## config.mk

```make
export PLATFORM = sky130hd
export DESIGN_NAME = cbr_target_unit
export DESIGN_NICKNAME = d
export VERILOG_FILES = /design/src/rtl/cbr_target_unit.sv
export SDC_FILE = /design/constraint.sdc
export NUM_CORES = 1
export LEC_CHECK = 0
export BUFFER_PORTS_ARGS = -buffer_cell sky130_fd_sc_hd__buf_2
export CAP_MARGIN = 20
export CORE_MARGIN = 4
export CORE_UTILIZATION = 40
export CTS_BUF_LIST = sky130_fd_sc_hd__clkbuf_8
export DETAILED_ROUTE_END_ITERATION = 8
export GPL_ROUTABILITY_DRIVEN = 0
export PLACE_DENSITY = 0.74
export SLEW_MARGIN = 10
export SYNTH_ARGS = -nofsm -noshare
export SYNTH_HDL_FRONTEND = slang
export SYNTH_SLANG_ARGS = --single-unit
```

## constraint.sdc

```tcl
create_clock -name clk -period 11.05 [get_ports clk]
set_input_delay 2.7625 -clock clk [delete_from_list [all_inputs] [get_ports clk]]
set_output_delay 2.7625 -clock clk [all_outputs]
set_load 0.005 [all_outputs]
```

## src/rtl/cbr_target_unit.sv

```systemverilog
module cbr_target_unit #(
  parameter int AW  = 32,
  parameter int DW  = 11,
  parameter int CDW = 8
) (
  input  logic          clk,
  input  logic          rst_n,
  input  logic          req_valid,
  input  logic [2:0]    br_kind,
  input  logic [DW-1:0] disp,
  input  logic [3:0]    cond,
  input  logic [3:0]    nzcv,
  input  logic [AW-1:0] pc_cur,
  input  logic [AW-1:0] link_cur,
  input  logic [AW-1:0] xreg,
  output logic          pc_take,
  output logic [AW-1:0] pc_next,
  output logic          lr_we,
  output logic [AW-1:0] lr_wdata,
  output logic          mode_we,
  output logic          mode_bit
);
  localparam logic [2:0] K_NEAR = 3'd0;
  localparam logic [2:0] K_COND = 3'd1;
  localparam logic [2:0] K_LHI  = 3'd2;
  localparam logic [2:0] K_LLO  = 3'd3;
  localparam logic [2:0] K_EXCH = 3'd4;
  localparam int         HI_SH  = DW + 1;

  logic [AW-1:0] sx_long, sx_cond, zx_long;
  assign sx_long = {{(AW-DW){disp[DW-1]}}, disp};
  assign sx_cond = {{(AW-CDW){disp[CDW-1]}}, disp[CDW-1:0]};
  assign zx_long = {{(AW-DW){1'b0}}, disp};

  logic fn, fz, fc, fv, cond_ok;
  assign {fn, fz, fc, fv} = nzcv;

  always_comb begin
    case (cond)
      4'd0:    cond_ok = fz;
      4'd1:    cond_ok = !fz;
      4'd2:    cond_ok = fc;
      4'd3:    cond_ok = !fc;
      4'd4:    cond_ok = fn;
      4'd5:    cond_ok = !fn;
      4'd6:    cond_ok = fv;
      4'd7:    cond_ok = !fv;
      4'd8:    cond_ok = fc && !fz;
      4'd9:    cond_ok = !fc || fz;
      4'd10:   cond_ok = fn == fv;
      4'd11:   cond_ok = fn != fv;
      4'd12:   cond_ok = !fz && (fn == fv);
      4'd13:   cond_ok = fz || (fn != fv);
      4'd14:   cond_ok = 1'b1;
      default: cond_ok = 1'b0;
    endcase
  end

  logic          nx_take, nx_lwe, nx_mwe, nx_mbit;
  logic [AW-1:0] nx_pc, nx_lr;

  always_comb begin
    nx_take = 1'b0;
    nx_lwe  = 1'b0;
    nx_mwe  = 1'b0;
    nx_pc   = pc_next;
    nx_lr   = lr_wdata;
    nx_mbit = mode_bit;
    if (req_valid) begin
      case (br_kind)
        K_NEAR: begin
          nx_take = 1'b1;
          nx_pc   = pc_cur + (sx_long << 1);
        end
        K_COND: if (cond_ok) begin
          nx_take = 1'b1;
          nx_pc   = pc_cur + (sx_cond << 1);
        end
        K_LHI: begin
          nx_lwe = 1'b1;
          nx_lr  = pc_cur + (sx_long << HI_SH);
        end
        K_LLO: begin
          nx_take = 1'b1;
          nx_pc   = link_cur + (zx_long << 1);
          nx_lwe  = 1'b1;
          nx_lr   = (pc_cur - AW'(2)) | AW'(1);
        end
        K_EXCH: begin
          nx_take = 1'b1;
          nx_pc   = {xreg[AW-1:1], 1'b0};
          nx_mwe  = 1'b1;
          nx_mbit = xreg[0];
        end
        default: ;
      endcase
    end
  end

  always_ff @(posedge clk) begin
    if (!rst_n) begin
      pc_take  <= 1'b0;
      pc_next  <= '0;
      lr_we    <= 1'b0;
      lr_wdata <= '0;
      mode_we  <= 1'b0;
      mode_bit <= 1'b0;
    end else begin
      pc_take  <= nx_take;
      pc_next  <= nx_pc;
      lr_we    <= nx_lwe;
      lr_wdata <= nx_lr;
      mode_we  <= nx_mwe;
      mode_bit <= nx_mbit;
    end
  end

  AST_IDLE_QUIET: assert property (@(posedge clk) disable iff (!rst_n)
    !$past(req_valid) |-> !pc_take && !lr_we && !mode_we);
  AST_UNUSED_KIND: assert property (@(posedge clk) disable iff (!rst_n)
    $past(req_valid && br_kind > K_EXCH) |-> !pc_take && !lr_we && !mode_we);
  AST_LHI_NO_PC: assert property (@(posedge clk) disable iff (!rst_n)
    $past(req_valid && br_kind == K_LHI) |-> lr_we && !pc_take);
  AST_LINK_ODD: assert property (@(posedge clk) disable iff (!rst_n)
    (lr_we && pc_take) |-> lr_wdata[0]);
  AST_EXCH_EVEN: assert property (@(posedge clk) disable iff (!rst_n)
    mode_we |-> pc_take && !pc_next[0] && !lr_we);
  AST_COND_NEVER: assert property (@(posedge clk) disable iff (!rst_n)
    $past(req_valid && br_kind == K_COND && cond == 4'd15) |-> !pc_take);
  AST_COND_ALWAYS: assert property (@(posedge clk) disable iff (!rst_n)
    $past(req_valid && br_kind == K_COND && cond == 4'd14) |-> pc_take);
endmodule

```

==> flow_summary.ini <==
[status]
outcome = finished, final reports clean

[sta]
hold_violations = 0
finalClockSkew_ns = 0
tightest_slew_ns = 1.12
period_minus_slack_ns = 5.96
tns_ns = 0
period_share_pct = 54.0
rsz0062_at_grt = false
setup_ws_ns = 5.09
setup-violations-final = 0
finalMaxSlewViolations = 0
maxSlewHeadroom_pct = 24.6
timing.fmax_mhz = 168

[routing]
wl_um = 24700
drc = 0
route.vias.total = 8120
wire_per_inst_um = 18.3
via_per_inst = 6.02
dr.pass1.iters = 7
postRouteAntennaNets = 0
drt_iter0_drc = 518

[logic_synthesis]
ys_warn_count = 0
synth_area_leaders = dfxtp_1, ha_1, xnor2_1
yosysTopAreaCell = dfxtp_1
ys_types = 70
synth_seq_cells = 68
netlist_area_um2 = 7140
synth.top_cell.area_share_pct = 19.1
synth_common_cells = nor2_1, nand2_1, o21ai_0
synthArstFlopShare_pct = 0
syn_avg_cell_area_um2 = 7.46
post-synth-top-count-cell = nor2_1
synthFlopType = dfxtp_1
syn_nets = 1141
ys_seq_area_share_pct = 19.1
post_synth_inst_count = 956
synth-edff-count = 0

[power]
p_leak_uw = 0.00377
peakVddDrop_v = 0.0000534
powerDensity_nw_per_um2 = 102

[placement]
numPortBuffers = 188
place_ws_ns = 4.75
place_hpwl_um = 19300

[clocking]
cts_tree = yes
cts.clk_slew.worst_paths_ns = 0.08
htreeDepth = 3
ctsResizeCount = 0
post-cts-setup-buffer-count = 0
cts_max_path_buffers = 2
cts_buffers = 9
hold_buffers = 0
root_buffer = clkbuf_8
insertion_delay_ns = 0.38
clkSinkCount = 68

[worst_setup_path]
critPathSlowestCell = ha_1
cpMostUsedCell = a21oi_1
start_kind = primary input
cp_max_fo = 20
critical_path.cell_chain = buf_2 > nand2b_1 > nor2_1 > mux2i_1 > inv_1 > ha_1 > a21oi_1 > nand2_1 > or3_1 > o21ba_2 > a31oi_1 > xor2_1 > o311a_1 > a21oi_1
cp.arrival_ns = 6.28
cp.required_ns = 11.36
end_kind = register
worstSetupPathType = primary input to register
slowest_delay_ns = 0.47

[global_routing]
grt_max_degree = 68
grt_pass1_wl_um = 38600
antenna_found_initial = 2
track_usage_pct = 23.7
grt_pass1_vias = 7418
overflow = 0

[die]
coreArea_um2 = 17400
dieArea_um2 = 20000
row_count = 48
chipHeight_um = 142
start_util_pct = 41.0
die_x_um = 142
io_pins = 189

[layout]
nets = 1303
drive_gt1_share_pct = 21.3
area_growth_pct = 19.2

[worst_hold_path]
holdCritPathClass = register to register

[flow_run]
max-cap-violations = 0
==> layout make-up <==
class | count | area, um2
antenna | 1 | 2.50
inverter | 22 | 82.6
clock buffer | 11 | 151
fill | 1798 | 8910
clock inverter | 5 | 58.8
timing repair buffer | 198 | 1020
tap | 225 | 282
sequential | 68 | 1360
multi-input combinational | 819 | 5540
==> worst max-delay path, delay by kind of cell <==
kind                     cells  cell delay, ns
AO/OA/AOI/OAI                5            1.15
XOR/XNOR                     1            0.10
adder cells (fa/ha/maj)      1            0.47
buffers and inverters        2            0.47
multiplexers                 1            0.28
AND/OR/NAND/NOR              4            1.01
==> placed cells by master, fill, tap and decap left out, drive strengths merged, types with 12 or more instances in the layout <==
cell    Yosys  layout
nor2       84      84
a22oi      13      13
dfxtp      68      68
a21oi      64      64
a31oi      24      24
o21ai      73      73
ha         61      61
nand3      37      37
and3       12      12
a211oi     28      28
xnor2      52      52
inv        21      22
nand2      83      83
buf         6     198
xor2       35      35
a21o       36      36
nor3       34      34
==> power by group <==
part           internal, uW  total (uW)  switching (uW)
combinational           152         365             213
sequential              262         271            8.65
clock                   117         230             113
==> per-stage QoR <==
stage / hold WS, ns / power, uW / util, % / std cells / cell area [um2]
floorplan: 0.448 / 516 / - / 956 / 7140
global placement: 0.441 / 631 / 47.5 / 1330 / 8270
detailed placement: 0.449 / 636 / 47.6 / 1331 / 8280
CTS: 0.461 / 869 / 48.8 / 1347 / 8490
global route: 0.492 / 919 / 48.8 / 1348 / 8500
finish: 0.458 / 865 / 48.8 / 1349 / 8500
==> sequential cells by signal, indices dropped and copies added (netlist names) <==
register  cells
lr_wdata     32
lr_we         1
mode_bit      1
mode_we       1
pc_next      32
pc_take       1
==> cells by family after synthesis <==
family,Yosys count,synth area share (%)
compound gates,338,31.7
mux,8,1.16
flops,68,19.1
buf+inv,69,3.63
xor+xnor,87,10.7
fa+ha+maj,64,11.5
simple gates,322,22.2
==> final timing paths <==
check,slack (ns),startpoint,cells past startpoint,to
hold / removal,0.46,lr_wdata[12],2,lr_wdata[12]
hold reg to reg,0.46,lr_wdata[12],2,lr_wdata[12]
setup reg to reg,10.02,pc_next[31],3,pc_next[31]
setup / recovery,5.09,br_kind[2],14,pc_next[16]
==> layer usage <==
| layer | global-route usage [%] | up-vias | wire length (um) |
|---|---|---|---|
| met2 | 39.0 | 357 | 11500 |
| met1 | 31.0 | 3759 | 10500 |
| met3 | 4.35 | 61 | 1950 |
| met4 | 8.43 | 2 | 739 |
| met5 | 0 | - | 19 |
| li1 | - | 3941 | - |
(Power assumes the default switching activity.)
